`src/rtl/shadow_seg_decoder.sv`:
```
module shadow_seg_decoder #(
  parameter int ADDR_W    = 20,
  parameter int SEG_SHIFT = 14,
  parameter int SEG_BASE  = 40,
  parameter int SEG_CNT   = 24,
  parameter int FIXED_CNT = 8,
  parameter int PAIR_SZ   = 2
) (
  input  logic        clk,
  input  logic        rst_n,
  input  logic        cfg_we,
  input  logic [1:0]  cfg_sel,
  input  logic [7:0]  cfg_data,
  input  logic [19:0] cpu_addr,
  input  logic        cpu_rd,
  input  logic        cpu_wr,
  output logic        in_window,
  output logic        rd_int,
  output logic        rd_ext,
  output logic        wr_int,
  output logic        wr_ext,
  output logic        wr_discard
);
  localparam int BANK_W = 8;
  localparam int BANKS  = SEG_CNT / BANK_W;
  localparam int PROT_W = (SEG_CNT - FIXED_CNT) / PAIR_SZ;
  localparam int PAGE_W = ADDR_W - SEG_SHIFT;

  logic [BANK_W-1:0]  shadow_q [BANKS];
  logic [PROT_W-1:0]  prot_q;
  logic [SEG_CNT-1:0] en_vec, wp_vec, seg_hot;
  logic [PAGE_W-1:0]  page;
  logic               sel_en, sel_wp;

  genvar b, s;
  generate
    for (b = 0; b < BANKS; b++) begin : g_bank
      always_ff @(posedge clk) begin
        if (!rst_n)
          shadow_q[b] <= '0;
        else if (cfg_we && cfg_sel == 2'(b))
          shadow_q[b] <= cfg_data;
      end
      assign en_vec[b*BANK_W +: BANK_W] = shadow_q[b];
    end
  endgenerate

  always_ff @(posedge clk) begin
    if (!rst_n)
      prot_q <= '0;
    else if (cfg_we && cfg_sel == 2'(BANKS))
      prot_q <= cfg_data[PROT_W-1:0];
  end

  assign page = cpu_addr[ADDR_W-1:SEG_SHIFT];

  generate
    for (s = 0; s < SEG_CNT; s++) begin : g_seg
      assign seg_hot[s] = (page == PAGE_W'(SEG_BASE + s));
      if (s < FIXED_CNT) begin : g_fixed
        assign wp_vec[s] = 1'b0;
      end else begin : g_paired
        assign wp_vec[s] = prot_q[(s - FIXED_CNT) / PAIR_SZ];
      end
    end
  endgenerate

  assign in_window = |seg_hot;
  assign sel_en    = |(en_vec & seg_hot);
  assign sel_wp    = |(wp_vec & seg_hot);

  assign rd_int     = cpu_rd & sel_en;
  assign rd_ext     = cpu_rd & in_window & ~sel_en;
  assign wr_discard = cpu_wr & sel_wp;
  assign wr_int     = cpu_wr & ~sel_wp & sel_en;
  assign wr_ext     = cpu_wr & in_window & ~sel_wp & ~sel_en;
endmodule

```
`config.mk`:
```
export PLATFORM = sky130hd
export DESIGN_NAME = shadow_seg_decoder
export DESIGN_NICKNAME = d
export VERILOG_FILES = /design/src/rtl/shadow_seg_decoder.sv
export SDC_FILE = /design/constraint.sdc
export NUM_CORES = 1
export LEC_CHECK = 0
export ABC_AREA = 1
export BUFFER_PORTS_ARGS = -buffer_cell sky130_fd_sc_hd__clkbuf_2
export CAP_MARGIN = 40
export CORE_MARGIN = 8
export CORE_UTILIZATION = 35
export DETAILED_ROUTE_END_ITERATION = 8
export SETUP_SLACK_MARGIN = 0.5
export SYNTH_ARGS = -nofsm -noshare
export SYNTH_HDL_FRONTEND = slang
export SYNTH_SLANG_ARGS = --single-unit
export TNS_END_PERCENT = 100
```
`constraint.sdc`:
```
create_clock -name clk -period 1.1 [get_ports clk]
set_input_delay 0.165 -clock clk [delete_from_list [all_inputs] [get_ports clk]]
set_output_delay 0.165 -clock clk [all_outputs]
set_load 0.01 [all_outputs]
```
Word-level counts from Yosys, hierarchy flattened:

Memories as Yosys holds them, arrays and structs flattened.
Index checks and enable logic that the tools add are counted.

* memories: 1
* logic and storage cells: 66
* bits in latches: 0
* register bits after elaboration: 8
* bits in writable memories: 24
* memory bits (read-only): 0
* input bits: 35

Memories
* shadow_q: words 3, bits a word 8, read ports 3, clocked after Yosys merged registers in 0, write ports 3, line 29 `logic [BANK_W-1:0] shadow_q [BANKS];`

* order comparisons: 0
* multiplexer cells: 13
* eq/ne operators: 27
* shifts and indexed selects: 0
* div/mod/pow operators: 0
* add/subtract/negate cells: 0
* bitwise gates (word level): 16
* reductions and logical operators: 8
* multiply operators: 0

Operators by type and width (count)
* == test 6 bit (second input constant): 24
* OR reduction 24 bit: 3
* AND 24 bit: 2
* two-way mux 8 bit: 3
* two-way mux 1 bit: 10
* AND 1 bit: 9
* == test 2 bit (second input constant): 2
* logical AND 1 bit: 4
* bitwise OR 1 bit: 3
* == test 2 x 1 -> 1 bit (second input constant): 1
* zero test 2 bit: 1
* NOT 1 bit: 2

Longest topological paths before layout:

Gate-level depths: netlist of run 1.

* word-level depth: 6
* depth in mapped cells: 12

Worst setup path before layout of run 1:

No wires, ideal clock.

* path kind: input to output
* start: in cpu_addr[19]
* end: out wr_ext
* path slack: -192 ps
* arrival: 1127 ps
* path buffers: 1
* cell stages on the path: 10
* cell sequence: nand2_2 > nor2_1 > buf_4 > nand3_1 > nand2_1 > nor2_1 > nand2_1 > nor2_2 > nand2_1 > nor2_1

* word-level cells in the longest chain between the ends: 6

RTL lines
* start, declared: line 14 `input logic [19:0] cpu_addr,`
* == test 6 bit: line 59 `assign seg_hot[s] = (page == PAGE_W'(SEG_BASE + s));`
* AND 24 bit: line 70 `assign sel_wp = |(wp_vec & seg_hot);`
* OR reduction 24 bit: line 70
* NOT 1 bit: line 76 `assign wr_ext = cpu_wr & in_window & ~sel_wp & ~sel_en;`
* AND 1 bit: line 76
* AND 1 bit *: line 76
* end, declared: line 21 `output logic wr_ext,`

Mark *: on every way between the ends. The rest lies on a longest branch, timed or not.

==> flow_summary.toml, run 1 <==
[synth]
synth_top_area_share_pct = 38.8
syn_area_per_cell_um2 = 7.41
yosysWarnings = 0
synth.net_count = 286
synthDominantAreaCellType = "sky130_fd_sc_hd__edfxtp_1"
seq_area_frac_synth_pct = 47.4
ys_seq_elements = 32
netlist_top_cells_area = "sky130_fd_sc_hd__edfxtp_1 39%, sky130_fd_sc_hd__nand2_1 14%, sky130_fd_sc_hd__nand3_1 8.9%"
synth_cell_area_um2 = 1860
synthCells = 251
synthDistinctLibCells = 21

[power_and_ir_drop]
static-leakage-power_nw = 1.25
pwr_cell_area_nw_per_um2 = 1100
vdd.ir_drop.worst_mv = 0.850

[timing]
fin_worst_skew_ns = 0
setup_violations = 6
final_max_slew_viol_count = 0
whs_ns = 0.172
rsz_0062_raised_after_global_routing = "true"
fin_crit_sh_pct = 147
worst_pin_slew_ns = 0.247
timing.final.ws_setup_ns = -0.519
layout_min_cycle_time_ns = 1.62
final_hold_viol_count = 0
timing.max_slew.rel_slack_pct = 83.5
fmax_ghz = 0.618

[clock_tree]
cts_tree = "yes"
cts.root.buffer_cell = "sky130_fd_sc_hd__clkbuf_8"
cts.path.max_buffers = 2
cts_hold_buffers = 0
tritoncts_num_sinks = 32
ctsHtreeMaxLevel = 2
worst_skew_pair.late_latency_ns = 0.28
clk_transition_reported_paths_ns = 0.07
cts_bufs_inserted = 5

[setup_path]
crit_path_start_kind = "register"
crit_chain = "nand2_1, nand2_1, nand2_1, nand3_2, o21bai_2, nand2_2, nor2_2, buf_2"
r2r-end = "prot_q[4]$_SDFFE_PN0P_"
crit_buf_inv = 1
cpLargestDelayFamily = "simple AND/OR/NAND/NOR gates"
worstSetupEndpoint = "wr_ext"
critPathRequiredTime_ns = 0.94
cpMostUsedCell = "sky130_fd_sc_hd__nand2_1"
setup.reg_to_reg.worst_slack_ns = 0.43
worst_path_max_delay_cell = "sky130_fd_sc_hd__edfxtp_1"
critical_path.max_fanout = 3
worstPathArrival_ns = 1.45
critPathMaxStageDelay_ns = 0.37
cp.depth = 8
worstSetupPathType = "reg2out"
rr_worst_depth = 3
worstSetupStartpoint = "shadow_q[0][5]$_SDFFCE_PN0P_"
cp-end-kind = "output port"
startpoint_of_the_most_critical_register_to_register_path = "prot_q[4]$_SDFFE_PN0P_"

[routing]
detailroute.wirelength.met3_um = 262
drtPass1Iterations = 5
met2_wirelength_from_detailed_routing_mm = 2.52
highest_routed_metal_layer = "met4"
routed_wire_length_per_instance_um = 13.7
routedLengthMet1_mm = 2.22
final_antenna_net_count = 0
finalWirelength_mm = 5.15
drt_drc_violations_left = 0
via_count = 1808
vias_per_std_cell = 4.81
drt_iter0_markers = 82

[layout]
top_library_cells_by_usage_in_the_layout_fill_and_taps_aside = "52 x sky130_fd_sc_hd__nand2_1, 36 x sky130_fd_sc_hd__nor2_1, 24 x sky130_fd_sc_hd__edfxtp_1, 23 x sky130_fd_sc_hd__nand3_1, 18 x sky130_fd_sc_hd__inv_1"
n_fill_cell = 480
syn_to_final_growth_pct = 53.6
final_common_cell = "sky130_fd_sc_hd__nand2_1"
finalCoreUtilization_pct = 55.9
final_net_count = 340
n_antenna_cell = 0
share_of_final_layout_standard_cells_stronger_than_drive_strength_1_pct = 43.1

[min_path]
hold_class = "in2reg"

[global_routing]
vias_in_the_first_global_route = 1716
grt_first_pass_wirelength_mm = 8.07
gr_usage_total_pct = 13.6
antenna_violations_before_repair = 0
total_congestion_overflow = 0
maximum_number_of_pins_on_one_net_before_global_route_repair = 13

[floorplanning]
fp.dieArea_um2 = 7900
row_count = 26
die-height_um = 88.9
ios = 41
dieWidth_um = 88.9
initial_util_pct = 36.4
design.core.area_um2 = 5110

[job]
max_cap_viol_count = 0

[run_status]
result_of_the_run = "finished, violations left"
failed_checks = "negative setup slack"

[place]
routabilityCongestion = 0.813
place_hpwl_mm = 3.67
io_buffers = 26
through the flow:
| stage | setup TNS, ns | instances | worst slack [ns] | total power [W] | area (um2) |
|---|---|---|---|---|---|
| detailed placement | -2.86 | 359 | -0.493 | 0.00188 | 2380 |
| CTS | -2.49 | 373 | -0.532 | 0.00307 | 2670 |
| global route | -2.99 | 376 | -0.650 | 0.00325 | 2860 |
| global placement | -2.58 | 359 | -0.485 | 0.00188 | 2380 |
| finish | -2.35 | 376 | -0.519 | 0.00313 | 2860 |
| floorplan | -0.228 | 251 | -0.0718 | 0.00169 | 2070 |
state kept, by name, summed over array words and instances (netlist names):
register	cells
shadow_q	24
prot_q	8
tightest hold or removal path: stages:
cell and delay, ns:
sky130_fd_sc_hd__clkbuf_2 0.09, sky130_fd_sc_hd__o21ai_1 0.08, sky130_fd_sc_hd__a21oi_2 0.09
synthesized netlist by cell type:
| cell type | n |
|---|---|
| sky130_fd_sc_hd__nand3_1 | 33 |
| sky130_fd_sc_hd__a21boi_1 | 1 |
| sky130_fd_sc_hd__nor2_1 | 44 |
| sky130_fd_sc_hd__inv_1 | 28 |
| sky130_fd_sc_hd__buf_4 | 1 |
| sky130_fd_sc_hd__edfxtp_1 | 24 |
| sky130_fd_sc_hd__o21bai_1 | 1 |
| sky130_fd_sc_hd__nand2_1 | 68 |
| sky130_fd_sc_hd__nor2_2 | 5 |
| sky130_fd_sc_hd__nand2_2 | 2 |
| sky130_fd_sc_hd__o22ai_1 | 1 |
| sky130_fd_sc_hd__clkinv_1 | 1 |
| sky130_fd_sc_hd__nand3b_4 | 1 |
| sky130_fd_sc_hd__a21oi_1 | 11 |
| sky130_fd_sc_hd__buf_6 | 2 |
| sky130_fd_sc_hd__nor2_4 | 2 |
| sky130_fd_sc_hd__nand4_1 | 5 |
| sky130_fd_sc_hd__dfxtp_1 | 8 |
| sky130_fd_sc_hd__clkbuf_1 | 2 |
| sky130_fd_sc_hd__o21ai_0 | 9 |
| sky130_fd_sc_hd__inv_2 | 2 |
worst min path at each step:
| stage | startpoint | cells past startpoint | end | slack (ns) |
|---|---|---|---|---|
| global route | cfg_data[6] | 3 | prot_q[6]$_SDFFE_PN0P_ | 0.18 |
| global placement | prot_q[2]$_SDFFE_PN0P_ | 2 | prot_q[2]$_SDFFE_PN0P_ | 0.44 |
| detailed placement | prot_q[2]$_SDFFE_PN0P_ | 2 | prot_q[2]$_SDFFE_PN0P_ | 0.44 |
| floorplan | rst_n | 2 | prot_q[4]$_SDFFE_PN0P_ | 0.30 |
| finish | cfg_data[3] | 3 | prot_q[3]$_SDFFE_PN0P_ | 0.17 |
| CTS | cfg_data[3] | 3 | prot_q[3]$_SDFFE_PN0P_ | 0.17 |
kinds of logic after synthesis:
| family | count (synthesis) | synth area share (%) |
|---|---|---|
| AO/OA/AOI/OAI | 23 | 6.53 |
| buffers and inverters | 36 | 8.28 |
| flip-flops | 32 | 47.4 |
| AND/OR/NAND/NOR | 160 | 37.8 |
metal layers:
metal / track usage, % / vias to the layer above
met5: 0 / -
met4: 8.60 / 0
met3: 2.60 / 9
met2: 21.8 / 45
met1: 16.2 / 817
li1: - / 937
what timing repair did:
| action | CTS | global route |
|---|---|---|
| cloned | 2 | 1 |
| buffers inserted | 4 | 2 |
| gates resized for setup | 42 | 62 |
| endpoints found under the setup margin | 62 | 47 |
| pin swaps | 12 | 27 |
final cells by class:
type                    instances  area [um2]  share of cell area (%)
clock buffers                   6        82.6                    2.89
clock inverters                 2        33.8                    1.18
inverters                      31         148                    5.17
multi-input cells             186        1130                    39.7
flip-flops and latches         32         892                    31.2
well taps                      70        87.6                    3.07
repair buffers                 49         478                    16.7
where the power goes:
part           switching, W  internal [W]
Combinational      0.000327      0.000246
Clock              0.000411      0.000729
Sequential        0.0000352       0.00138
No activity file was read; power rests on OpenSTA's default activity.
==> run 2, diff against run 1 <==
==> constraint.sdc (replaced) <==
create_clock -name clk -period 1.1 [get_ports clk]
set_input_delay 0.11 -clock clk [delete_from_list [all_inputs] [get_ports clk]]
set_output_delay 0.11 -clock clk [all_outputs]
set_load 0.01 [all_outputs]
==> run 2 against run 1 <==
The flow still finishes with violations (negative setup slack). Total power shrank 9.2%. Sequential share of layout area is 0.18 points higher. Global-route usage increased by 0.38 points. Critical endpoint is now rd_int.
==> flow_summary.toml, run 2 (synthesis results as in run 1) <==
[layout]
final_cell_count_no_fill = 383
syn_to_final_growth_pct = 53.0
largest_register = "shadow_q"
final_common_cell = "sky130_fd_sc_hd__nand2_1"
largest_register_ff_count = 24
top_library_cells_by_usage_in_the_layout_fill_and_taps_aside = "53 x sky130_fd_sc_hd__nand2_1, 36 x sky130_fd_sc_hd__nor2_1, 26 x sky130_fd_sc_hd__nand3_1, 24 x sky130_fd_sc_hd__edfxtp_1, 22 x sky130_fd_sc_hd__buf_4"
seqCellArea_um2 = 893
n_fill_cell = 495
n_antenna_cell = 0
final_net_count = 347
multi_input_comb_area_um2 = 1110
share_of_final_layout_standard_cells_stronger_than_drive_strength_1_pct = 41.2
top_regs = "shadow_q x24, prot_q x8"

[timing]
fin_worst_skew_ns = 0
setup_violations = 6
timing.max_slew.rel_slack_pct = 82.0
fin_crit_sh_pct = 143
rsz_0062_raised_after_global_routing = "true"
final_hold_viol_count = 0
worst_pin_slew_ns = 0.267
fin_tns_setup_ns = -2.20
final_max_slew_viol_count = 0
layout_min_cycle_time_ns = 1.57
timing.final.ws_setup_ns = -0.472
fmax_ghz = 0.636

[clock_tree]
clk_transition_reported_paths_ns = 0.07
cts.path.max_buffers = 2
cts_hold_buffers = 0
worst_skew_pair.late_latency_ns = 0.28
cts_tree = "yes"
cts.root.buffer_cell = "sky130_fd_sc_hd__clkbuf_8"
tritoncts_num_sinks = 32
ctsHtreeMaxLevel = 2
cts_bufs_inserted = 5

[routing]
routed_wire_length_per_instance_um = 13.6
via_count = 1815
drt_iter0_markers = 94
final_antenna_net_count = 0
finalWirelength_mm = 5.20
drtPass1Iterations = 4
drt_drc_violations_left = 0
vias_per_std_cell = 4.74

[place]
place_hpwl_mm = 3.53
routabilityCongestion = 0.804
dp_cells = 354
io_buffers = 26

[global_routing]
total_congestion_overflow = 0
antenna_violations_before_repair = 0
maximum_number_of_pins_on_one_net_before_global_route_repair = 14
grt_first_pass_wirelength_mm = 8.36
vias_in_the_first_global_route = 1724
gr_usage_total_pct = 13.9

[setup_path]
critPathRequiredTime_ns = 0.99
crit_path_start_kind = "register"
cp-end-kind = "output port"
worst_path_max_delay_cell = "sky130_fd_sc_hd__edfxtp_1"
critical_path.max_fanout = 2
worstPathArrival_ns = 1.46
critPathMaxStageDelay_ns = 0.40
worstSetupPathType = "reg2out"
cpMostUsedCell = "sky130_fd_sc_hd__nand2_1"
crit_chain = "nand2_1, nand2_1, nand2_1, nand3_2, o21bai_4, buf_4, a21boi_2, buf_2"

[floorplanning]
design.core.area_um2 = 5110
fp.dieArea_um2 = 7900
initial_util_pct = 36.4
row_count = 26
die-height_um = 88.9
dieWidth_um = 88.9
ios = 41

[run_status]
result_of_the_run = "finished, violations left"
failed_checks = "negative setup slack"

[job]
max_cap_viol_count = 0

[power_and_ir_drop]
fin_total_pwr_w = 0.00284
pwr_cell_area_nw_per_um2 = 999
static-leakage-power_nw = 1.27
vdd.ir_drop.worst_mv = 0.704

[min_path]
hold_class = "in2reg"
## run 2: changes by cell type in the layout (fill, tap and decap cells not counted), sizes merged
cell / previous run / this run
clkinv: 2 / 5
buf: 34 / 40
clkbuf: 21 / 22
bufinv: 1 / 0
inv: 30 / 29
nor2: 53 / 52
## run 2: final cells by class
| type | instances | share of cell area [%] |
|---|---|---|
| multi-input cells | 185 | 39.1 |
| flip-flops and latches | 32 | 31.4 |
| repair buffers | 57 | 17.9 |
| inverters | 31 | 5.63 |
| well taps | 70 | 3.08 |
| clock buffers | 5 | 2.42 |
| clock inverters | 3 | 0.484 |
## run 2: what timing repair did
| action | CTS | global route |
|---|---|---|
| resized for setup | 44 | 37 |
| endpoints found under the setup margin | 62 | 47 |
| buffers inserted | 11 | 8 |
| gates cloned | 1 | 1 |
| pin swaps | 19 | 18 |
## run 2: worst paths after layout
| check | start | slack (ns) | cells after the start | endpoint |
|---|---|---|---|---|
| worst min register to register | prot_q[3]$_SDFFE_PN0P_ | 0.45 | 2 | prot_q[3]$_SDFFE_PN0P_ |
| worst min-delay path | cfg_data[3] | 0.11 | 3 | prot_q[3]$_SDFFE_PN0P_ |
| worst max-delay path | shadow_q[0][5]$_SDFFCE_PN0P_ | -0.47 | 8 | rd_int |
| worst max register to register | prot_q[0]$_SDFFE_PN0P_ | 0.45 | 3 | prot_q[0]$_SDFFE_PN0P_ |
## run 2: power by group
group | internal, W | switching [W] | total, W
Combinational | 0.000246 | 0.000322 | 0.000568
Clock | 0.000429 | 0.000425 | 0.000854
Sequential | 0.00138 | 0.0000378 | 0.00142
Total | 0.00206 | 0.000785 | 0.00284
## run 2: metrics by stage
stage | hold slack [ns] | area [um2] | utilization (%) | setup WS (ns)
2_1_floorplan | 0.248 | 2090 | - | -0.00414
3_3_place_gp | 0.400 | 2330 | 45.6 | -0.400
3_5_place_dp | 0.403 | 2330 | 45.6 | -0.388
4_1_cts | 0.106 | 2680 | 52.5 | -0.454
5_1_grt | 0.114 | 2840 | 55.7 | -0.562
6_report | 0.108 | 2840 | 55.7 | -0.472
## run 2: routing by layer
metal / track usage, % / up-vias / routed length (um)
met2: 22.3 / 34 / 2550
met3: 3.16 / 10 / 222
met1: 17.1 / 828 / 2310
met5: 0 / - / 0
met4: 6.76 / 0 / 117
li1: - / 943 / -
## run 2: critical path: cells and delay by family (launching register included)
kind | cells | cell delay, ns
compound gates | 2 | 0.22
buf+inv | 2 | 0.28
flops | 1 | 0.40
simple gates | 4 | 0.29
==> run 3, diff against run 2 <==
--- a/config.mk
+++ b/config.mk
@@ -8,3 +8,3 @@
 export ABC_AREA = 1
-export BUFFER_PORTS_ARGS = -buffer_cell sky130_fd_sc_hd__clkbuf_2
+export BUFFER_PORTS_ARGS = -buffer_cell sky130_fd_sc_hd__buf_2
 export CAP_MARGIN = 40
==> constraint.sdc (replaced) <==
create_clock -name clk -period 1.1 [get_ports clk]
set_input_delay 0.33 -clock clk [delete_from_list [all_inputs] [get_ports clk]]
set_output_delay 0.33 -clock clk [all_outputs]
set_load 0.01 [all_outputs]
==> run 3 against run 2 <==
The flow still finishes with violations (negative setup slack). Via count increased by 2.9%. Sequential cell count did not move. Register-to-register slack worse by 0.03 ns. Worst hold slack better by 0.21 ns. Die area stayed put. Clock power increased by 29%. Setup slack lost 0.21 ns. Critical path depth increased by 6. Cell count is 0.52% higher. Count of clock-buffer cells in the layout up 1. Wire length up 4.9%. Critical endpoint is now wr_ext. Largest power group unchanged.
==> flow_summary.toml, run 3 (synthesis results as in run 1) <==
[timing]
timing.final.ws_setup_ns = -0.687
final_max_slew_viol_count = 0
fin_worst_skew_ns = 0
final_hold_viol_count = 0
fin_crit_sh_pct = 162
layout_min_cycle_time_ns = 1.79
whs_ns = 0.322
timing.max_slew.rel_slack_pct = 79.4
rsz_0062_raised_after_global_routing = "true"
worst_pin_slew_ns = 0.308
setup_violations = 6
fmax_ghz = 0.560

[setup_path]
startpoint_of_the_most_critical_register_to_register_path = "prot_q[4]$_SDFFE_PN0P_"
rr_worst_depth = 3
worstSetupEndpoint = "wr_ext"
critical_path.max_fanout = 7
r2r-end = "prot_q[4]$_SDFFE_PN0P_"
critPathRequiredTime_ns = 0.77
worstPathArrival_ns = 1.46
cp-end-kind = "output port"
worstSetupPathType = "in2out"
crit_path_start_kind = "input port"
setup.reg_to_reg.worst_slack_ns = 0.42
worstSetupStartpoint = "cpu_addr[15]"

[layout]
syn_to_final_growth_pct = 66.4
largest_register = "shadow_q"
share_of_final_layout_standard_cells_stronger_than_drive_strength_1_pct = 49.5
final_common_cell = "sky130_fd_sc_hd__nand2_1"
top_library_cells_by_usage_in_the_layout_fill_and_taps_aside = "58 x sky130_fd_sc_hd__nand2_1, 25 x sky130_fd_sc_hd__nand3_1, 24 x sky130_fd_sc_hd__edfxtp_1, 23 x sky130_fd_sc_hd__nor2_4, 19 x sky130_fd_sc_hd__inv_1"
n_antenna_cell = 0
final_net_count = 349
top_regs = "shadow_q x24, prot_q x8"
largest_register_ff_count = 24

[global_routing]
total_congestion_overflow = 0
gr_usage_total_pct = 15.1
antenna_violations_before_repair = 0
maximum_number_of_pins_on_one_net_before_global_route_repair = 11
grt_first_pass_wirelength_mm = 9.06
vias_in_the_first_global_route = 1820

[power_and_ir_drop]
pwr_cell_area_nw_per_um2 = 1030
vdd.ir_drop.worst_mv = 0.694
static-leakage-power_nw = 1.30

[routing]
vias_per_std_cell = 4.85
via_count = 1868
finalWirelength_mm = 5.46
final_antenna_net_count = 0
routed_wire_length_per_instance_um = 14.2
drt_drc_violations_left = 0
drt_iter0_markers = 112
drtPass1Iterations = 4

[floorplanning]
row_count = 26
initial_util_pct = 36.4
die-height_um = 88.9
dieWidth_um = 88.9
ios = 41
fp.dieArea_um2 = 7900
design.core.area_um2 = 5110

[place]
place_hpwl_mm = 3.73
routabilityCongestion = 0.807
dp_slack_ns = -0.822
io_buffers = 26

[run_status]
result_of_the_run = "finished, violations left"
failed_checks = "negative setup slack"

[clock_tree]
worst_skew_pair.late_latency_ns = 0.28
cts_hold_buffers = 0
clk_transition_reported_paths_ns = 0.07
cts.path.max_buffers = 2
ctsHtreeMaxLevel = 2
cts_tree = "yes"
cts_bufs_inserted = 5
tritoncts_num_sinks = 32
cts.root.buffer_cell = "sky130_fd_sc_hd__clkbuf_8"

[min_path]
hold_class = "in2reg"

[job]
max_cap_viol_count = 0
-- run 3: changes by cell type in the layout (fill, tap and decap cells not counted), moves of 5 or more --
| cell | before | now |
|---|---|---|
| sky130_fd_sc_hd__o21ai_2 | 0 | 9 |
| sky130_fd_sc_hd__nor2_2 | 6 | 12 |
| sky130_fd_sc_hd__nand2_2 | 12 | 4 |
| sky130_fd_sc_hd__nor2_1 | 36 | 18 |
| sky130_fd_sc_hd__nor2_4 | 10 | 23 |
| sky130_fd_sc_hd__buf_2 | 5 | 16 |
| sky130_fd_sc_hd__clkbuf_2 | 11 | 0 |
| sky130_fd_sc_hd__o21ai_0 | 5 | 0 |
| sky130_fd_sc_hd__buf_6 | 11 | 18 |
| sky130_fd_sc_hd__buf_4 | 22 | 12 |
| sky130_fd_sc_hd__nand2_1 | 53 | 58 |
| sky130_fd_sc_hd__buf_12 | 1 | 8 |
-- run 3: layer usage --
layer | global-route usage [%] | share of wire, % | up-vias
li1 | - | - | 949
met4 | 6.61 | 1.6 | 0
met5 | 0 | 0 | -
met3 | 2.88 | 6.0 | 6
met1 | 18.5 | 41 | 856
met2 | 24.9 | 51 | 57
-- run 3: cell type report --
cell class / count / area [um2]
Fill cell: 432 / 2010
Multi-Input combinational cell: 186 / 1270
Sequential cell: 32 / 887
Timing Repair Buffer: 56 / 563
Inverter: 31 / 163
Tap cell: 70 / 87.6
Clock buffer: 6 / 72.6
Clock inverter: 2 / 35.0
Timing Repair inverter: 2 / 13.8
-- run 3: worst max-delay path, stage by stage --
cell and delay, ns:
sky130_fd_sc_hd__buf_12 0.12, sky130_fd_sc_hd__inv_6 0.05, sky130_fd_sc_hd__nand2_4 0.04, sky130_fd_sc_hd__nor2_4 0.19
sky130_fd_sc_hd__nand2_1 0.10, sky130_fd_sc_hd__nand2_2 0.10, sky130_fd_sc_hd__nand2_1 0.05, sky130_fd_sc_hd__nand2_1 0.08
sky130_fd_sc_hd__inv_1 0.04, sky130_fd_sc_hd__nand2_1 0.07, sky130_fd_sc_hd__nor2_2 0.05, sky130_fd_sc_hd__nand2_1 0.07
sky130_fd_sc_hd__nor2_2 0.04, sky130_fd_sc_hd__buf_2 0.13
-- run 3: stage by stage --
| step | area, um2 | total power [W] | TNS (ns) | instances | util (%) |
|---|---|---|---|---|---|
| 2_1_floorplan | 2090 | 0.00170 | -2.01 | 251 | - |
| 3_3_place_gp | 2380 | 0.00188 | -7.76 | 362 | 46.7 |
| 3_5_place_dp | 2380 | 0.00189 | -8.62 | 362 | 46.7 |
| 4_1_cts | 2930 | 0.00314 | -3.77 | 382 | 57.3 |
| 5_1_grt | 3090 | 0.00331 | -4.49 | 385 | 60.6 |
| 6_report | 3090 | 0.00318 | -3.78 | 385 | 60.6 |
-- run 3: how the worst min path moves through the flow --
stage,from,end,slack [ns],depth (start not counted)
after floorplan,prot_q[2]$_SDFFE_PN0P_,prot_q[2]$_SDFFE_PN0P_,0.42,2
after global placement,prot_q[3]$_SDFFE_PN0P_,prot_q[3]$_SDFFE_PN0P_,0.44,2
after detailed placement,prot_q[2]$_SDFFE_PN0P_,prot_q[2]$_SDFFE_PN0P_,0.44,2
after CTS,cfg_data[7],prot_q[7]$_SDFFE_PN0P_,0.31,3
after global routing,cfg_data[5],prot_q[5]$_SDFFE_PN0P_,0.33,3
final,cfg_data[3],prot_q[3]$_SDFFE_PN0P_,0.32,3
-- run 3: where the power goes --
group / internal, W / switching (W) / leakage, nW / total (W)
registers: 0.00138 / 0.0000360 / 0.304 / 0.00142
clock network: 0.000672 / 0.000431 / 0.0552 / 0.00110
logic: 0.000288 / 0.000373 / 0.944 / 0.000661
-- run 3: timing repair --
item | CTS | global route
gates cloned | 5 | 0
setup endpoints to repair | 62 | 62
pin swaps | 38 | 14
gates resized for setup | 102 | 35
hold endpoints to repair | 0 | 0
buffers inserted | 7 | 3
